<file path="src/rtl/uart_rx_status.sv">
module uart_rx_status #(
  parameter int OSR = 16
) (
  input  logic       clk,
  input  logic       rst_n,
  input  logic       rx_en,
  input  logic       baud_tick,
  input  logic       rxd,
  input  logic [1:0] char_len,
  input  logic [1:0] parity_mode,
  input  logic       two_stop,
  input  logic       rd_strobe,
  output logic [8:0] rx_data,
  output logic       rx_done,
  output logic       err_parity,
  output logic       err_frame,
  output logic       err_overrun
);

  localparam int CW = $clog2(OSR);
  localparam logic [CW-1:0] MID  = CW'(OSR / 2 - 1);
  localparam logic [CW-1:0] LAST = CW'(OSR - 1);

  typedef enum logic [2:0] {IDLE, START, DATA, PAR, STOP1, STOP2} state_t;

  state_t        st;
  logic [1:0]    sync;
  logic [CW-1:0] cnt;
  logic [3:0]    idx;
  logic [8:0]    sh;
  logic          ones, par_bad, frm_bad, full;

  wire       rxs     = sync[1];
  wire       at_bit  = baud_tick && (cnt == LAST);
  wire [3:0] nlen    = (char_len == 2'b00) ? 4'd7 : (char_len == 2'b01) ? 4'd8 : 4'd9;
  wire       p_x     = ones ^ rxs;
  wire       p_chk   = (parity_mode == 2'b01) ? rxs : (parity_mode == 2'b10) ? !p_x : p_x;
  wire       fin     = rx_en && at_bit && ((st == STOP1 && !two_stop) || st == STOP2);
  wire       stop_bad = (st == STOP1) ? !rxs : frm_bad;
  wire [8:0] aligned = (char_len == 2'b00) ? {2'b00, sh[8:2]} :
                       (char_len == 2'b01) ? {1'b0, sh[8:1]} : sh;

  always_ff @(posedge clk or negedge rst_n) begin
    if (!rst_n) begin
      sync        <= 2'b11;
      st          <= IDLE;
      cnt         <= '0;
      idx         <= '0;
      sh          <= '0;
      ones        <= 1'b0;
      par_bad     <= 1'b0;
      frm_bad     <= 1'b0;
      full        <= 1'b0;
      rx_data     <= '0;
      rx_done     <= 1'b0;
      err_parity  <= 1'b0;
      err_frame   <= 1'b0;
      err_overrun <= 1'b0;
    end else begin
      sync    <= {sync[0], rxd};
      rx_done <= fin;
      if (!rx_en) begin
        st  <= IDLE;
        cnt <= '0;
      end else if (baud_tick) begin
        case (st)
          IDLE: if (!rxs) begin
            st  <= START;
            cnt <= '0;
          end
          START: if (cnt == MID) begin
            cnt     <= '0;
            idx     <= '0;
            ones    <= 1'b0;
            par_bad <= 1'b0;
            st      <= rxs ? IDLE : DATA;
          end else cnt <= cnt + 1'b1;
          DATA: if (cnt == LAST) begin
            cnt  <= '0;
            sh   <= {rxs, sh[8:1]};
            ones <= p_x;
            idx  <= idx + 1'b1;
            if (idx == nlen - 4'd1) st <= (parity_mode == 2'b00) ? STOP1 : PAR;
          end else cnt <= cnt + 1'b1;
          PAR: if (cnt == LAST) begin
            cnt     <= '0;
            par_bad <= p_chk;
            st      <= STOP1;
          end else cnt <= cnt + 1'b1;
          STOP1: if (cnt == LAST) begin
            cnt     <= '0;
            frm_bad <= !rxs;
            st      <= two_stop ? STOP2 : IDLE;
          end else cnt <= cnt + 1'b1;
          STOP2: if (cnt == LAST) begin
            cnt <= '0;
            st  <= IDLE;
          end else cnt <= cnt + 1'b1;
          default: st <= IDLE;
        endcase
      end
      if (fin) begin
        rx_data     <= aligned;
        err_parity  <= par_bad;
        err_frame   <= stop_bad;
        err_overrun <= full;
        full        <= 1'b1;
      end else if (rd_strobe) begin
        err_parity  <= 1'b0;
        err_frame   <= 1'b0;
        err_overrun <= 1'b0;
        full        <= 1'b0;
      end
    end
  end

  a_r2_done_one_cycle: assert property (@(posedge clk) disable iff (!rst_n)
    rx_done |=> !rx_done);

  a_r2_buffer_holds: assert property (@(posedge clk) disable iff (!rst_n)
    !fin |=> $stable(rx_data));

  a_r1_msb_zero: assert property (@(posedge clk) disable iff (!rst_n)
    (rx_done && !char_len[1]) |-> !rx_data[8]);

  a_r9_disabled_quiet: assert property (@(posedge clk) disable iff (!rst_n)
    !rx_en |=> !rx_done);

  a_r7_read_clears: assert property (@(posedge clk) disable iff (!rst_n)
    (rd_strobe && !fin) |=> !(err_parity || err_frame || err_overrun));

  a_r6_overrun_on_unread: assert property (@(posedge clk) disable iff (!rst_n)
    (fin && full) |=> err_overrun);

endmodule

</file>
<file path="config.mk">
export PLATFORM = sky130hd
export DESIGN_NAME = uart_rx_status
export DESIGN_NICKNAME = d
export VERILOG_FILES = /design/src/rtl/uart_rx_status.sv
export SDC_FILE = /design/constraint.sdc
export NUM_CORES = 1
export LEC_CHECK = 0
export ABC_AREA = 1
export BUFFER_PORTS_ARGS = -buffer_cell sky130_fd_sc_hd__buf_2
export CAP_MARGIN = 0
export CELL_PAD_IN_SITES_DETAIL_PLACEMENT = 0
export CELL_PAD_IN_SITES_GLOBAL_PLACEMENT = 2
export CORE_AREA = 2 2 68 96
export DETAILED_ROUTE_END_ITERATION = 7
export DIE_AREA = 0 0 70 98
export GPL_TIMING_DRIVEN = 0
export PLACE_DENSITY = 0.87
export SYNTH_ARGS = -nofsm -noshare
export SYNTH_HDL_FRONTEND = slang
export SYNTH_SLANG_ARGS = --single-unit
export TNS_END_PERCENT = 100
</file>
<file path="constraint.sdc">
create_clock -name clk -period 2.42 [get_ports clk]
set_input_delay 0.121 -clock clk [delete_from_list [all_inputs] [get_ports clk]]
set_output_delay 0.121 -clock clk [all_outputs]
set_load 0.01 [all_outputs]
</file>
### Word level (Yosys, flattened, before mapping)

Index checks and enable logic that the tools add are counted.

| storage, ports and cells | value |
|---|---|
| bits in registers | 39 |
| output and inout port bits | 13 |
| word-level logic and storage cells | 101 |

| operators by class | value |
|---|---|
| add/subtract/negate cells | 3 |
| equality and inequality tests | 23 |
| multiplexer cells | 39 |
| bitwise operators | 1 |
| reduce and logical (&&, ||, !) cells | 21 |

Operator list:

| kind | number |
|---|---|
| $mux 3 | 11 |
| $mux 4 | 8 |
| $ne 3x3->1 const B | 7 |
| $mux 9 | 2 |
| $pmux 3 s6 | 1 |
| $mux 1 | 12 |
| $pmux 4 s3 | 1 |
| $reduce_and 5->1 | 2 |
| $add 4x1->4 const B | 2 |
| $pmux 4 s2 | 1 |
| $reduce_and 4->1 | 2 |
| $reduce_and 8->1 | 1 |
| $eq 3x2->1 const B | 2 |
| $eq 3x3->1 const B | 2 |
| $ne 2x2->1 const B | 3 |
| $reduce_bool 2->1 | 3 |
| $eq 2x1->1 const B | 2 |
| $eq 4x3->1 const B | 1 |
| $eq 4x4->1 | 1 |
| $eq 4x4->1 const B | 1 |
| $logic_and 1x1->1 | 4 |
| $logic_not 2->1 | 2 |
| $ne 4x2->1 const B | 1 |
| $pmux 1 s2 | 2 |
| other kinds (11) | 13 |

### Logic depth before layout (Yosys ltp)

Gate-level depths: netlist of the first run.

| logic depth | value |
|---|---|
| depth in word-level cells | 10 |
| depth in mapped cells | 10 |
| gate-level depth less buffers | 10 |

### Worst setup path after synthesis of the first run

OpenSTA, ideal clock, no wires.

| path | value |
|---|---|
| path type | register to register |
| start point | register cnt[0] |
| end point | register rx_data[8] |
| setup time | 126 ps |
| arrival time | 1271 ps |
| data required time | 2294 ps |
| path slack | 1023 ps |
| cell stages (with the launch flop) | 10 |
| clock period less this slack | 1397 ps |
| cells stage by stage | dfrtp_1 -> ha_1 -> nand2_2 -> nor2_4 -> inv_2 -> nor2_4 -> nand2_4 -> buf_6 -> nand2_1 -> o31ai_1 |

| on the way | value |
|---|---|
| cells in the longest elaborated chain, start to end | 4 |

RTL lines:

| item | RTL line | source |
|---|---|---|
| start: declaration | 28 | `logic [CW-1:0] cnt;` |
| start signal: assignment | 77 | `end else cnt <= cnt + 1'b1;` |
| start signal: assignment | 84 | `end else cnt <= cnt + 1'b1;` |
| start signal: assignment | 89 | `end else cnt <= cnt + 1'b1;` |
| $eq 4x4->1 | 34 | `wire at_bit = baud_tick && (cnt == LAST);` |
| $logic_and 1x1->1 | 34 |  |
| $logic_and 1x1->1 (2 in a row) | 38 | `wire fin = rx_en && at_bit && ((st == STOP1 && !two_stop) \|\| st == STOP2);` |
| end signal: assignment | 103 | `rx_data <= aligned;` |
| end: declaration | 13 | `output logic [8:0] rx_data,` |

Every way passes these cells.
A chain may end at the register's enable or synchronous reset.

### Worst setup path in the final report of the first run

Ends and elaborated chain as after synthesis.

==> flow_metrics.py, run 1 <==
metrics = {
    "status": {
        "status": "finished clean",
    },
    "global_routing": {
        "grt_antenna_before_repair": 0,
        "grt_use_total_pct": 15.56,
        "grt_pass1_vias": 1901,
        "grt_overflow": 0,
        "grt_max_degree": 40,
        "grt_pass1_wl_mm": 8.756,
    },
    "placed_design": {
        "dp.cells": 366,
        "portBuffers": 22,
        "dpl.hpwl_mm": 3.631,
        "place.gp.congestion": 0.8233,
    },
    "final_layout": {
        "final_core_util_pct": 41.18,
        "area_growth_pct": 13.99,
        "nFillCells": 650,
        "seq_area_um2": 978.4,
        "n_antenna_cell": 0,
        "drive_gt1_share_pct": 22.37,
        "multi_input_area_mm2": 0.001035,
        "finalNetCount": 316,
        "finalNonFillerCells": 376,
    },
    "clock_network": {
        "clockBufferDepth": 2,
        "clkTransAtPathRegs_ns": 0.08,
        "clkLatencyLatePin_ns": 0.29,
        "numCtsBuffers": 5,
        "cts_setup_buffers": 0,
        "clock_sinks": 39,
        "root_buffer": "clkbuf_8",
        "cts_tree": "done",
        "cts_max_level": 2,
    },
    "yosys": {
        "synth_area_leaders": "dfrtp_1 (42%), nand2_1 (15%), nand3_1 (6.0%), inv_1 (5.2%), o21ai_2 (4.0%)",
        "netlist.area_leader.share_pct": 42.43,
        "yosys_warnings": 0,
        "yosysTopAreaCell": "dfrtp_1",
        "seq_area_frac_synth_pct": 44.84,
        "syn_area_mm2": 0.002182,
        "synthCells": 272,
        "synth_cell_types": 31,
        "synth.avg_cell_area_um2": 8.022,
        "synth-seq-cells": 39,
        "syn-num-nets": 285,
    },
    "critical_path": {
        "worstPathRequired_ns": 2.60,
        "worst-setup-path-type": "flop to flop",
        "slowest_delay_ns": 0.41,
        "reg2reg_depth": 9,
        "cpMaxStageDelayCell": "dfrtp_1",
        "crit_path_start_kind": "flop",
        "cpMostUsedCell": "nor2_4",
        "worst-path-max-fanout": 10,
        "end_kind": "flop",
        "crit_arrival_ns": 1.77,
        "rrSetupSlack_ns": 0.83,
        "regToRegStartpoint": "cnt[0]$_DFFE_PN0P_",
        "reg2reg_to": "rx_data[8]$_DFFE_PN0P_",
        "worstPathCellList": "ha_1 > nand2_2 > nor2_4 > inv_2 > nor2_4 > nand2_4 > buf_6 > nand2_1 > o31ai_1",
    },
    "sta": {
        "max_slew.worst_pin.slew_ns": 0.8983,
        "whs_ns": 0.03760,
        "fin_crit_ns": 1.585,
        "rsz0062_at_grt": "no",
        "setup_violations": 0,
        "slew_headroom_pct": 40.11,
        "fin_skew_ns": 0.007677,
        "finalCritPeriodShare_pct": 65.50,
        "hold_viol_final": 0,
        "finalSetupTns_ns": 0,
        "maxSlewViolCount": 0,
        "fmax_ghz": 0.6309,
    },
    "min_path": {
        "worst_hold_startpoint": "rd_strobe",
        "min_to": "full$_DFFE_PN0P_",
        "min_path_cells": 2,
        "hp-class": "primary input to flop",
    },
    "routing": {
        "drc": 0,
        "via_per_inst": 4.875,
        "avgRoutedWirePerCell_um": 12.77,
        "num_vias": 1833,
        "firstDrtPassIters": 4,
        "wl_mm": 4.801,
        "first_iter_violations": 80,
        "ant_nets": 0,
    },
    "floorplan": {
        "dieArea_mm2": 0.006860,
        "start_util_pct": 36.12,
        "coreArea_mm2": 0.006041,
        "die_h_um": 98,
        "rows": 34,
        "die_x_um": 70,
        "pin_count": 24,
    },
    "power_and_ir_drop": {
        "leakagePower_nw": 1.264,
        "peakVddDrop_uv": 333.5,
        "pwr_density_cell_mw_per_mm2": 512.8,
    },
    "job": {
        "drv_cap": 0,
    },
}
-- logic make-up (layout without fill, tap and decap cells) --
family / after synthesis / in the layout / share of synthesized area [%]
buf+inv: 39 / 71 / 7.741
fa+ha+maj: 2 / 2 / 1.147
xor+xnor: 4 / 4 / 1.606
compound gates: 38 / 38 / 12.16
simple gates: 150 / 150 / 32.51
flops: 39 / 39 / 44.84
-- registers in the layout, summed over array words and instances (netlist names) --
register and count:
rx_done 1, err_parity 1, st 3, cnt 4, full 1, ones 1, idx 4, rx_data 9
err_frame 1, sh 9, err_overrun 1, sync 2, frm_bad 1, par_bad 1
-- per-layer routing --
layer	wire [µm]	part of all wire, %	track usage [%]
met1	2020	42	17.87
met2	2597	54	29.16
met3	118	2.5	2.683
met4	64	1.3	4.438
met5	0	0	0
-- critical path: cells and delay by family, from the launching register on --
kind                     cells  cell delay (ns)
buffers and inverters        2             0.27
AO/OA/AOI/OAI                1             0.06
AND/OR/NAND/NOR              5             0.52
adder cells (fa/ha/maj)      1             0.21
flip-flops                   1             0.41
-- stage by stage --
step           power (W)  area, µm²  setup slack, ns
3_3_place_gp   0.0008504       2382           0.8161
3_5_place_dp   0.0008521       2382           0.8193
4_1_cts         0.001301       2487           0.8110
6_report        0.001276       2487           0.8350
2_1_floorplan  0.0007948       2182            1.023
5_1_grt         0.001349       2487           0.6837
-- synthesized netlist by cell type, drive strengths merged --
| cell type | number |
|---|---|
| or2 | 3 |
| o31ai | 2 |
| nor3 | 1 |
| buf | 5 |
| o211ai | 1 |
| o21ai | 26 |
| o21a | 1 |
| o22ai | 1 |
| dfrtp | 37 |
| nand2 | 94 |
| nor2 | 17 |
| o221ai | 7 |
| nand4 | 7 |
| xnor2 | 1 |
| clkinv | 1 |
| xor2 | 3 |
| nand3 | 28 |
| inv | 33 |
| dfstp | 2 |
| ha | 2 |
-- layout by cell type, fill, tap and decap left out, types with 2 or more instances in the layout --
cell type	Yosys	final
nand2_2	4	4
nor2_4	4	4
o21ai_2	10	10
ha_1	2	2
o221ai_1	7	7
nand2_4	2	2
nor2_1	11	11
o21ai_0	11	11
dlygate4sd3_1	0	2
xor2_1	3	3
buf_2	2	24
inv_1	30	30
or2_2	3	3
clkbuf_8	0	5
nor2_2	2	2
nand4_1	6	6
nand2_1	88	88
o31ai_1	2	2
clkinv_2	1	2
dfrtp_1	37	37
inv_2	3	3
nand3_2	2	2
buf_6	2	2
nand3_1	26	26
o21ai_1	5	5
dfstp_2	2	2
-- layout make-up --
class                           instances  share of cell area [%]
Buffer                                  5                   1.610
Sequential cell                        39                   39.34
Timing Repair Buffer                   24                   5.231
Inverter                               34                   5.181
Clock buffer                            6                   2.917
Multi-Input combinational cell        194                   41.60
Tap cell                               72                   3.622
Clock inverter                          2                  0.5030
-- where the power goes --
part           internal (W)  switching, W  total [W]
Sequential         0.000673     0.0000175   0.000691
Clock              0.000202      0.000235   0.000437
Combinational     0.0000480     0.0000998   0.000148
Total              0.000923      0.000353    0.00128
-- what timing repair did --
action | in CTS | in global routing
endpoints found under the hold margin | 30 | 0
endpoints found under the setup margin | 0 | 0
hold buffers | 2 | 0
gates resized for setup | 0 | 0
-- worst max-delay path by stage --
stage | start | slack (ns) | end
2_1_floorplan | cnt[0]$_DFFE_PN0P_ | 1.02 | rx_data[8]$_DFFE_PN0P_
3_3_place_gp | cnt[0]$_DFFE_PN0P_ | 0.82 | rx_data[8]$_DFFE_PN0P_
3_5_place_dp | cnt[0]$_DFFE_PN0P_ | 0.82 | rx_data[8]$_DFFE_PN0P_
4_1_cts | cnt[0]$_DFFE_PN0P_ | 0.81 | rx_data[8]$_DFFE_PN0P_
5_1_grt | cnt[0]$_DFFE_PN0P_ | 0.68 | st[2]$_DFFE_PN0P_
6_report | cnt[0]$_DFFE_PN0P_ | 0.83 | rx_data[8]$_DFFE_PN0P_
No activity file was read; power rests on OpenSTA's default activity.
==> run 2: changes to the inputs <==
--- a/config.mk
+++ b/config.mk
@@ -10,11 +10,11 @@
 export CAP_MARGIN = 0
 export CELL_PAD_IN_SITES_DETAIL_PLACEMENT = 0
 export CELL_PAD_IN_SITES_GLOBAL_PLACEMENT = 2
-export CORE_AREA = 2 2 68 96
+export CORE_AREA = 2 2 71 100
 export DETAILED_ROUTE_END_ITERATION = 7
-export DIE_AREA = 0 0 70 98
+export DIE_AREA = 0 0 73 102
 export GPL_TIMING_DRIVEN = 0
-export PLACE_DENSITY = 0.87
+export PLACE_DENSITY = 0.82
 export SYNTH_ARGS = -nofsm -noshare
 export SYNTH_HDL_FRONTEND = slang
 export SYNTH_SLANG_ARGS = --single-unit
==> constraint.sdc (replaced) <==
create_clock -name clk -period 1.5 [get_ports clk]
set_input_delay 0.075 -clock clk [delete_from_list [all_inputs] [get_ports clk]]
set_output_delay 0.075 -clock clk [all_outputs]
set_load 0.01 [all_outputs]
==> flow_metrics.py, run 2 (synthesis results as in run 1) <==
metrics = {
    "clock_network": {
        "cts_max_level": 2,
        "clkTransAtPathRegs_ns": 0.08,
        "clockBufferDepth": 2,
        "root_buffer": "clkbuf_8",
        "clock_sinks": 39,
        "numCtsBuffers": 5,
        "cts_tree": "done",
        "clkLatencyLatePin_ns": 0.29,
    },
    "power_and_ir_drop": {
        "pwr-share-comb_pct": 11.4,
        "netSwitchingPower_w": 0.0005793,
        "total_power_w": 0.002299,
        "p_clk_share_pct": 40.0,
        "p_int_w": 0.001719,
        "swShare_pct": 25.20,
        "leakagePower_nw": 1.502,
        "peakVddDrop_uv": 468.8,
        "seqPwrFrac_pct": 48.6,
        "pwr_density_cell_mw_per_mm2": 797.7,
    },
    "routing": {
        "ant_nets": 0,
        "wl_mm": 5.317,
        "firstDrtPassIters": 4,
        "wl_met2_mm": 2.945,
        "dr.max_layer_used": "met4",
        "m1WireLength_mm": 2.175,
        "drc": 0,
        "via_per_inst": 4.841,
        "num_vias": 1946,
        "first_iter_violations": 98,
        "avgRoutedWirePerCell_um": 13.23,
        "dr_wl_met3_um": 119,
    },
    "critical_path": {
        "worstPathRequired_ns": 1.68,
        "slowest_delay_ns": 0.36,
        "crit_family": "simple AND/OR/NAND/NOR gates",
        "crit_arrival_ns": 1.65,
        "worst-setup-path-type": "flop to flop",
        "end_kind": "flop",
        "worstPathCellList": "ha_2 > nand2_4 > nor2_4 > inv_4 > buf_6 > nand2_4 > nand2_4 > nor2_4 > nand2_4 > nand2_2 > o21ai_1",
        "cpMostUsedCell": "nand2_4",
        "worst-path-max-fanout": 5,
        "crit_path_start_kind": "flop",
        "cpMaxStageDelayCell": "dfrtp_1",
        "crit_buf_inv": 2,
    },
    "global_routing": {
        "grt_antenna_before_repair": 0,
        "grt_max_degree": 40,
        "grt_pass1_wl_mm": 8.811,
        "grt_pass1_vias": 1967,
        "grt_overflow": 0,
        "grt_use_total_pct": 15.28,
    },
    "final_layout": {
        "seq_area_um2": 982.2,
        "reg.largest.list": "rx_data (9), sh (9)",
        "drive_gt1_share_pct": 35.06,
        "layout_commonest_cell": "nand2_1",
        "multi_input_area_mm2": 0.001149,
        "n_antenna_cell": 0,
        "finalNetCount": 340,
        "final_core_util_pct": 44.16,
        "mostFrequentLayoutCells": "nand2_1 (74), dfrtp_1 (34), inv_1 (30)",
        "area_growth_pct": 32.05,
        "final_area_mm2": 0.002882,
        "nFillCells": 669,
    },
    "sta": {
        "setup_violations": 0,
        "whs_ns": 0.1236,
        "max_slew.worst_pin.slew_ns": 0.8613,
        "maxSlewViolCount": 0,
        "hold_viol_final": 0,
        "slew_headroom_pct": 42.58,
        "timing.final.ws_setup_ns": 0.02911,
        "fin_skew_ns": 0.007244,
        "fmax_ghz": 0.6799,
        "rsz0062_at_grt": "yes",
        "finalCritPeriodShare_pct": 98.06,
        "fin_crit_ns": 1.471,
    },
    "status": {
        "status": "finished clean",
    },
    "placed_design": {
        "post_dp_cell_area_mm2": 0.002385,
        "place.gp.congestion": 0.8082,
        "dpl.hpwl_mm": 3.575,
        "portBuffers": 22,
        "post-place-ws_ns": -0.1076,
    },
    "floorplan": {
        "coreArea_mm2": 0.006525,
        "pin_count": 24,
        "die_x_um": 73,
        "rows": 35,
        "dieArea_mm2": 0.007446,
        "start_util_pct": 33.44,
        "die_h_um": 102,
    },
    "job": {
        "drv_cap": 0,
    },
    "min_path": {
        "hp-class": "primary input to flop",
    },
}
-- run 2: routing by layer --
| metal | global-route usage [%] | vias up |
|---|---|---|
| met4 | 5.556 | 0 |
| met1 | 16.68 | 910 |
| li1 | - | 999 |
| met3 | 3.156 | 6 |
| met2 | 28.48 | 31 |
| met5 | 0 | - |
-- run 2: power by group through the flow --
stage                     combinational, W  sequential [W]  clock [W]
after floorplan                   0.000146         0.00114          0
after global placement            0.000238         0.00114          0
after detailed placement          0.000236         0.00114          0
after CTS                         0.000260         0.00112   0.000963
after global routing              0.000298         0.00112    0.00100
final                             0.000262         0.00112   0.000920
-- run 2: layout make-up --
type,instances,area share [%]
multi-input cells,195,39.86
flip-flops and latches,39,34.09
repair buffers,46,11.68
inverters,34,5.037
well taps,74,3.213
clock buffers,6,2.866
plain buffers,5,1.650
clock inverters,2,1.216
repair inverters,1,0.3908
-- run 2: per-stage QoR --
stage | instances | TNS, ns
after global placement | 368 | -1.170
after global routing | 402 | -1.638
after CTS | 398 | -0.2219
after floorplan | 272 | 0
after detailed placement | 368 | -1.149
final | 402 | 0
-- run 2: worst register-to-register path, cell delays in order, from the launching register on --
cell and delay [ns]:
dfrtp_1 0.36, ha_2 0.21, nand2_4 0.06, nor2_4 0.12, inv_4 0.06, buf_6 0.11, nand2_4 0.06, nand2_4 0.05
nor2_4 0.13, nand2_4 0.08, nand2_2 0.05, o21ai_1 0.06
-- run 2: worst paths after layout --
check | from | to | slack [ns] | cells after the start
worst max-delay path | cnt[0]$_DFFE_PN0P_ | idx[0]$_DFFE_PN0P_ | 0.03 | 11
worst min-delay path | baud_tick | idx[2]$_DFFE_PN0P_ | 0.12 | 3
worst max register to register | cnt[0]$_DFFE_PN0P_ | idx[0]$_DFFE_PN0P_ | 0.03 | 11
worst min register to register | sync[0]$_DFF_PN1_ | sync[1]$_DFF_PN1_ | 0.36 | 0
max in group asynchronous | rst_n | st[1]$_DFFE_PN0P_ | 0.46 | 2
min in group asynchronous | rst_n | rx_data[4]$_DFFE_PN0P_ | 0.44 | 2
-- run 2: repair_timing --
action                     in CTS  in global routing
setup buffers                  17                  3
hold buffers                    3                  0
gates cloned                    2                  1
setup endpoints to repair      29                 29
hold endpoints to repair       39                  0
resized for setup              10                 39
pin swaps                       8                 16
